<file path="src/rtl/fanwd_pkg.sv">
package fanwd_pkg;
  localparam int CODE_W = 8;
  localparam int SEC_W  = 4;
  localparam logic [CODE_W-1:0] CODE_FULL = 8'hFF;
  localparam logic [CODE_W-1:0] CODE_3Q   = 8'hC0;
  localparam logic [CODE_W-1:0] CODE_OFF  = 8'h00;

  // start drive selected by the three-level strap
  function automatic logic [CODE_W-1:0] start_code(input logic [1:0] lvl);
    case (lvl)
      2'b00:   return CODE_OFF;
      2'b01:   return CODE_3Q;
      default: return CODE_FULL;
    endcase
  endfunction

  // watchdog length in seconds selected by strap
  function automatic logic [SEC_W-1:0] timeout_secs(input logic [1:0] sel);
    case (sel)
      2'b00:   return SEC_W'(2);
      2'b01:   return SEC_W'(6);
      default: return SEC_W'(10);
    endcase
  endfunction
endpackage

</file>
<file path="src/rtl/fanwd_rst_sync.sv">
module fanwd_rst_sync (
  input  logic clk,
  input  logic arst_n,
  output logic srst_n
);
  logic meta_q;
  logic sync_q;

  always_ff @(posedge clk or negedge arst_n) begin
    if (!arst_n) begin
      meta_q <= 1'b0;
      sync_q <= 1'b0;
    end else begin
      meta_q <= 1'b1;
      sync_q <= meta_q;
    end
  end

  assign srst_n = sync_q;
endmodule

</file>
<file path="src/rtl/fanwd_timer.sv">
module fanwd_timer #(
  parameter int CLK_HZ = 50_000_000
) (
  input  logic       clk,
  input  logic       rst_n,
  input  logic       restart,
  input  logic       enable,
  input  logic [1:0] sel,
  input  logic       clear,
  output logic       expired
);
  import fanwd_pkg::*;

  localparam int PRE_W = (CLK_HZ > 1) ? $clog2(CLK_HZ) : 1;
  localparam logic [PRE_W-1:0] PRE_LAST = PRE_W'(CLK_HZ - 1);

  logic [PRE_W-1:0] pre_q, pre_d;
  logic [SEC_W-1:0] sec_q, sec_d;
  logic             exp_q, exp_d;
  logic [SEC_W-1:0] sec_last;
  logic             sec_tick;

  assign sec_last = timeout_secs(sel) - SEC_W'(1);
  assign sec_tick = (pre_q == PRE_LAST);

  always_comb begin
    pre_d = pre_q;
    sec_d = sec_q;
    exp_d = exp_q;
    if (restart) begin
      pre_d = '0;
      sec_d = '0;
    end else if (enable && !exp_q) begin
      if (sec_tick) begin
        pre_d = '0;
        if (sec_q == sec_last) begin
          sec_d = '0;
          exp_d = 1'b1;
        end else begin
          sec_d = sec_q + SEC_W'(1);
        end
      end else begin
        pre_d = pre_q + PRE_W'(1);
      end
    end
    if (clear) exp_d = 1'b0;
  end

  always_ff @(posedge clk or negedge rst_n) begin
    if (!rst_n) begin
      pre_q <= '0;
      sec_q <= '0;
      exp_q <= 1'b0;
    end else begin
      pre_q <= pre_d;
      sec_q <= sec_d;
      exp_q <= exp_d;
    end
  end

  assign expired = exp_q;
endmodule

</file>
<file path="src/rtl/fanwd_spin.sv">
module fanwd_spin #(
  parameter int SPIN_CYCLES = 1_000_000
) (
  input  logic clk,
  input  logic rst_n,
  input  logic start,
  input  logic spin_en,
  output logic active
);
  localparam int SPIN_W = $clog2(SPIN_CYCLES + 1);

  logic [SPIN_W-1:0] cnt_q, cnt_d;

  always_comb begin
    cnt_d = cnt_q;
    if (start)
      cnt_d = spin_en ? SPIN_W'(SPIN_CYCLES) : '0;
    else if (cnt_q != '0)
      cnt_d = cnt_q - SPIN_W'(1);
  end

  always_ff @(posedge clk or negedge rst_n) begin
    if (!rst_n) cnt_q <= '0;
    else        cnt_q <= cnt_d;
  end

  assign active = (cnt_q != '0);
endmodule

</file>
<file path="src/rtl/fanwd_chan.sv">
module fanwd_chan #(
  parameter int CH_W = 2,
  parameter int IDX  = 0
) (
  input  logic                        clk,
  input  logic                        rst_n,
  input  logic                        load,
  input  logic [fanwd_pkg::CODE_W-1:0] load_code,
  input  logic                        wr_en,
  input  logic [CH_W-1:0]             wr_ch,
  input  logic [fanwd_pkg::CODE_W-1:0] wr_code,
  input  logic                        hold_full,
  output logic [fanwd_pkg::CODE_W-1:0] drive
);
  import fanwd_pkg::*;

  logic [CODE_W-1:0] code_q, code_d;
  logic              hit;

  assign hit = wr_en && (wr_ch == CH_W'(IDX));

  always_comb begin
    code_d = code_q;
    if (load)     code_d = load_code;
    else if (hit) code_d = wr_code;
  end

  always_ff @(posedge clk or negedge rst_n) begin
    if (!rst_n) code_q <= '0;
    else        code_q <= code_d;
  end

  assign drive = hold_full ? CODE_FULL : code_q;
endmodule

</file>
<file path="src/rtl/fan_watchdog_ctrl.sv">
module fan_watchdog_ctrl #(
  parameter int NUM_CH      = 4,
  parameter int CLK_HZ      = 50_000_000,
  parameter int SPIN_CYCLES = 1_000_000,
  localparam int CH_W       = (NUM_CH > 1) ? $clog2(NUM_CH) : 1,
  localparam int DW         = fanwd_pkg::CODE_W
) (
  input  logic                 clk,
  input  logic                 rst_n,
  input  logic [1:0]           strap_start_lvl,
  input  logic                 strap_spin_en,
  input  logic                 strap_wdog_en,
  input  logic [1:0]           strap_wdog_sel,
  input  logic                 bus_act,
  input  logic                 host_wr_valid,
  input  logic [CH_W-1:0]      host_wr_ch,
  input  logic [DW-1:0]        host_wr_code,
  output logic [NUM_CH*DW-1:0] drive_code,
  output logic                 force_full
);
  import fanwd_pkg::*;

  logic       srst_n;
  logic       init_done_q, init_done_d;
  logic       wen_q, wen_d;
  logic [1:0] wsel_q, wsel_d;
  logic       capture;
  logic       wr_ok;
  logic       restart;
  logic       spin_active;
  logic       hold_full;
  logic [DW-1:0] start_lvl_code;

  fanwd_rst_sync rst_sync_i (
    .clk    (clk),
    .arst_n (rst_n),
    .srst_n (srst_n)
  );

  assign capture        = !init_done_q;
  assign wr_ok          = host_wr_valid && init_done_q;
  assign restart        = capture || bus_act || wr_ok;
  assign start_lvl_code = start_code(strap_start_lvl);

  always_comb begin
    init_done_d = init_done_q;
    wen_d       = wen_q;
    wsel_d      = wsel_q;
    if (capture) begin
      init_done_d = 1'b1;
      wen_d       = strap_wdog_en;
      wsel_d      = strap_wdog_sel;
    end
  end

  always_ff @(posedge clk or negedge srst_n) begin
    if (!srst_n) begin
      init_done_q <= 1'b0;
      wen_q       <= 1'b0;
      wsel_q      <= 2'b00;
    end else begin
      init_done_q <= init_done_d;
      wen_q       <= wen_d;
      wsel_q      <= wsel_d;
    end
  end

  fanwd_timer #(.CLK_HZ(CLK_HZ)) timer_i (
    .clk     (clk),
    .rst_n   (srst_n),
    .restart (restart),
    .enable  (wen_q),
    .sel     (wsel_q),
    .clear   (wr_ok),
    .expired (force_full)
  );

  fanwd_spin #(.SPIN_CYCLES(SPIN_CYCLES)) spin_i (
    .clk     (clk),
    .rst_n   (srst_n),
    .start   (capture),
    .spin_en (strap_spin_en),
    .active  (spin_active)
  );

  assign hold_full = force_full || spin_active || !init_done_q;

  for (genvar g = 0; g < NUM_CH; g++) begin : g_chan
    fanwd_chan #(.CH_W(CH_W), .IDX(g)) chan_i (
      .clk       (clk),
      .rst_n     (srst_n),
      .load      (capture),
      .load_code (start_lvl_code),
      .wr_en     (wr_ok),
      .wr_ch     (host_wr_ch),
      .wr_code   (host_wr_code),
      .hold_full (hold_full),
      .drive     (drive_code[g*DW +: DW])
    );
  end
endmodule

</file>
<file path="config.mk">
export PLATFORM = sky130hd
export DESIGN_NAME = fan_watchdog_ctrl
export DESIGN_NICKNAME = d
export VERILOG_FILES = /design/src/rtl/fanwd_pkg.sv /design/src/rtl/fanwd_rst_sync.sv /design/src/rtl/fanwd_timer.sv /design/src/rtl/fanwd_spin.sv /design/src/rtl/fanwd_chan.sv /design/src/rtl/fan_watchdog_ctrl.sv
export SDC_FILE = /design/constraint.sdc
export NUM_CORES = 1
export LEC_CHECK = 0
export ABC_AREA = 1
export BUFFER_PORTS_ARGS = -buffer_cell sky130_fd_sc_hd__buf_2
export CAP_MARGIN = 20
export CORE_MARGIN = 4
export CORE_UTILIZATION = 55
export DETAILED_ROUTE_END_ITERATION = 10
export PLACE_DENSITY_LB_ADDON = 0.15
export SYNTH_ARGS = -nofsm -noshare
export SYNTH_HDL_FRONTEND = slang
export SYNTH_SLANG_ARGS = --single-unit
export TNS_END_PERCENT = 30
</file>
<file path="constraint.sdc">
create_clock -name clk -period 3.46 [get_ports clk]
set_clock_uncertainty 0.15 [all_clocks]
set_input_delay 0.173 -clock clk [delete_from_list [all_inputs] [get_ports clk]]
set_output_delay 0.173 -clock clk [all_outputs]
set_load 0.02 [all_outputs]
</file>
======== Yosys cells after proc, flatten, opt, wreduce, memory -nomap -nowiden ========
Index checks and enable logic that the tools add are counted.
cells by class
  add/sub/neg operators ................... 4
  eq/ne operators ......................... 13
  muxes and demuxes ....................... 29
  reduce and logical (&&, ||, !) cells .... 23
operator list
  kind                   count
  $mux 8                 12
  $mux 26                3
  $mux 20                3
  $add 26x1->26 const B  1
  $eq 26x26->1 const B   1
  $reduce_bool 20->1     1
  $sub 20x1->20 const B  1
  $mux 4                 4
  $pmux 8 s2             1
  $ne 2x1->1 const B     6
  $reduce_bool 2->1      5
  $pmux 4 s2             1
  $eq 2x1->1 const B     3
  $logic_and 1x1->1      6
  $logic_not 2->1        3
  $mux 1                 5
  $add 4x1->4 const B    1
  $eq 2x2->1 const B     2
  $eq 4x4->1             1
  $logic_or 1x1->1       4
  $reduce_and 4->1       1
  $sub 4x1->4 const B    1
  $logic_not 1->1        2
  $reduce_and 2->1       1
storage, ports and cells
  register bits after elaboration ......... 89
  input port bits ......................... 20
  output and inout port bits .............. 33

======== Logic depth before layout (Yosys ltp) ========
  depth after elaboration ................. 9
  gate-level depth with buffers ........... 10
  gate-level depth less buffers ........... 10

======== Modules after synthesis ========
From an unflattened synthesis, not the netlist that was laid out.
unflattened totals
  cells, all modules ...................... 798
  area, all modules ....................... 5716.7 µm²
by module, submodules not included
  module                             instances  cells each  area each (µm²)
  fanwd_timer                        1          302         2113.3
  fanwd_spin                         1          190         1338.8
  fanwd_chan (g_chan[1].chan_i ...)  2          70          510.5
  fanwd_chan (g_chan[3].chan_i)      1          69          506.7
  fanwd_chan (g_chan[0].chan_i)      1          70          504.2
  fan_watchdog_ctrl                  1          24          178.9
  fanwd_rst_sync                     1          3           53.8

======== Least setup slack after synthesis ========
Ideal clock, no wire load.
  kind .................................... register to output
  start ................................... register spin_i.cnt_q[0]
  end ..................................... output drive_code[15]
  arrival ................................. 1.616 ns
  data required time ...................... 3.137 ns
  path slack .............................. 1.521 ns
  cell stages (with the launch flop) ...... 11
  path buffers ............................ 1
  cell sequence ........................... dfrtp_1 > inv_1 > ha_1 > nand2_2 > nor2_2 > nand2_2 > nor2_4 > nand2_4 > nor2_8 > buf_6 > nand2_1
on the way
  cells in the longest elaborated chain, start to end .. 4
ends and longest elaborated chain
  element                         line                     RTL
  start, declared                 fanwd_spin.sv:12         logic [SPIN_W-1:0] cnt_q, cnt_d;
  start signal, assigned          fanwd_spin.sv:24         else cnt_q <= cnt_d;
  $reduce_bool 20->1              fanwd_spin.sv:27         assign active = (cnt_q != '0);
  $logic_or 1x1->1 (2 in series)  fan_watchdog_ctrl.sv:86  assign hold_full = force_full || spin_active || !init_done_q;
  $mux 8                          fanwd_chan.sv:33         assign drive = hold_full ? CODE_FULL : code_q;
  end, declared                   fan_watchdog_ctrl.sv:18  output logic [NUM_CH*DW-1:0] drive_code,
No other way between the ends.

======== Worst setup path after layout ========
  start ................................... register spin_i.cnt_q[0]
  end ..................................... output drive_code[28]
The elaborated chain is that of the path after synthesis.

==> out/qor.csv <==
metric,value,unit
maxSlewHeadroom,42.8,%
cp_max_fo,32,
drt_iter0_drc,240,
worst_slack,777,ps
crit_path_start_kind,register,
synthesis.area,4920,um^2
met1_usage,30.1,%
worstSetupPathType,reg2out,
tns,0,ps
gp_congestion,0.898,
final_area,5490,um^2
synth.largest_area_cell,dfrtp_1,
synth_adder_area_share,1.02,%
grt_overflow,0,
syn_area_per_cell,7.36,um^2
synth_compound_area_share,7.73,%
ant_nets,0,
cts_buffers,9,
ys.flop_type,dfrtp_1,
yosys_register_bits,89,
synth_top_family_by_area,simple AND/OR/NAND/NOR gates,
ir_worst_vdd,0.231,mV
synth_edf_count,0,
drt_pass1_iterations,5,
finalPower,2.29,mW
grt_max_degree,38,
drt_wl_total,10800,um
met3_usage,3.92,%
setup_violations,0,
clkPwrFrac,31.0,%
crit_path_start,spin_i.cnt_q[0]$_DFFE_PN0P_,
critical_path_required,3140,ps
grt_usage,21.9,%
core,8720,um^2
cp-end-kind,output port,
regToRegStartpoint,timer_i.pre_q[1]$_DFFE_PN0P_,
status,completed,
cts_max_level,3,
grt_pass1_vias,4064,
ctsHoldBuffers,5,
port_buffers,52,
seq_area_frac_synth,45.2,%
synth_top_area_share,45.2,%
reg2reg_setup_slack,1250,ps
dp.cells,817,
placed_area,5240,um^2
wl_per_cell,12.9,um
seqPwrFrac,51.9,%
cts_buffer_depth,2,
p_int,1.59,mW
drive_gt1_share,13.3,%
post_cts.repair.setup_buffers,0,
synthCells,669,
p_leak,2.61,nW
muxShareOfSynthArea,0,%
netSwitchingPower,0.690,mW
netlist_top_cells_count,"nand2_1, inv_1, nor2_1",
rr_worst_depth,9,
cap_violations,0,
hold_viol_final,0,
async_flop_share,100,%
die-area,10500,um^2
start_util,56.4,%
rsz0062_at_grt,no,
dp_slack,1150,ps
swShare,30.2,%
max_clock_freq,0.373,GHz
drc,0,
dpl.hpwl,7940,um
r2r-end,timer_i.sec_q[1]$_DFFE_PN0P_,
power-per-cell-area,416,nW/um^2
ys_top_cells_by_area,"dfrtp_1, nand2_1, inv_1",
io_pins,53,
cts_tree,yes,
pwr-share-comb,17.1,%
worst_pin_slew,853,ps
die_w,103,um
cts_resized,0,
cp.arrival,2360,ps
insertion_delay,360,ps
min_path_type,in2reg,
vias,4311,
busiest_layer,met2,
core.rowCount,34,
die_y,103,um
critical_path.endpoint,drive_code[28],
finalCritPeriodShare,77.5,%
antenna_found_initial,0,
min_period,2680,ps
n_fill_cell,761,
ys_types,38,
diodes,0,
yosysWarnings,0,
root_buffer,clkbuf_8,
synth_xor_area_share,2.49,%
maxSlewViolCount,0,
synth-simple-area-share,34.0,%
finalNetCount,749,
met2_usage,35.5,%
clk_pin_slew,80,ps
clock-sinks,89,
fin_cells,838,
routed_via_density,5.14,
yosysMostFrequentCell,nand2_1,
grt_pass1_wl,18300,um
area_growth,11.5,%
-- through the flow --
stage,hold slack [ps],util [%]
CTS,11.7,62.9
global placement,-193,60.1
global route,29.5,62.9
floorplan,-273,-
detailed placement,-190,60.1
finish,23.6,62.9
-- power groups by stage --
| stage | logic (mW) | clock network [mW] | registers (mW) |
|---|---|---|---|
| 2_1_floorplan | 0.292 | 0 | 1.20 |
| 3_3_place_gp | 0.377 | 0 | 1.20 |
| 3_5_place_dp | 0.386 | 0 | 1.21 |
| 4_1_cts | 0.393 | 0.733 | 1.19 |
| 5_1_grt | 0.451 | 0.772 | 1.20 |
| 6_report | 0.391 | 0.709 | 1.19 |
-- how the worst min path moves through the flow --
stage	from	slack (ps)	depth (start not counted)	endpoint
floorplan	rst_n	-270	0	rst_sync_i.meta_q$_DFF_PN0_
global placement	rst_n	-190	1	rst_sync_i.meta_q$_DFF_PN0_
detailed placement	rst_n	-190	1	rst_sync_i.meta_q$_DFF_PN0_
CTS	host_wr_valid	10	3	timer_i.expired$_DFFE_PN0P_
global route	host_wr_valid	30	3	timer_i.expired$_DFFE_PN0P_
finish	host_wr_valid	20	3	timer_i.expired$_DFFE_PN0P_
-- cell type report --
class	instances	area, um^2	share of cell area (%)
multi-input cells	469	2230	40.7
flip-flops and latches	89	2230	40.6
inverters	96	360	6.56
repair buffers	60	333	6.06
well taps	108	135	2.46
clock buffers	10	128	2.33
clock inverters	6	68.8	1.25
-- flip-flops by register name, summed over array words and instances, names as in the netlist --
register,cells
rst_sync_i.srst_n,1
init_done_q,1
timer_i.expired,1
timer_i.sec_q,4
wsel_q,2
g_chan.chan_i.code_q,32
timer_i.pre_q,26
rst_sync_i.meta_q,1
spin_i.cnt_q,20
wen_q,1
-- cell usage in the layout (no fill, tap or decap), types with 2 or more instances in the layout --
cell           instances
dfrtp_1               88
xnor2_1                2
conb_1                 2
buf_2                 52
xor2_1                12
nor2_1                90
a21oi_1                7
nor3_1                20
nand4_1               18
nor2_4                 2
o21ai_0               45
ha_1                   4
nor2_2                 2
nand3b_1               2
clkinv_4               3
nand2_2                8
nand3_1               32
o31ai_4                3
clkbuf_8               9
inv_1                 94
nand2_1              203
dlygate4sd3_1          5
or2_2                  3
o21bai_1               2
inv_2                  2
buf_4                  3
-- kinds of logic (layout without fill, tap and decap cells) --
group	after synthesis	in the layout
AND/OR/NAND/NOR	387	387
buffers and inverters	112	172
adder cells (fa/ha/maj)	4	4
flip-flops	89	89
other	1	2
XOR/XNOR	14	14
AO/OA/AOI/OAI	62	62
-- layer usage --
layer	vias up	share of wire, %
met5	-	0
met4	0	1.3
met3	17	4.8
met2	110	47
met1	1987	47
li1	2197	-
-- critical path, stage by stage, from the launching register on --
cell     delay [ps]
dfrtp_1         370
inv_1           110
ha_1            250
nand2_2          90
nor2_2          180
nand2_2         110
nor2_4          130
nand2_4         100
nor2_8          360
nand2_1         100
buf_2           180
Power figures use the tool's default switching activity.
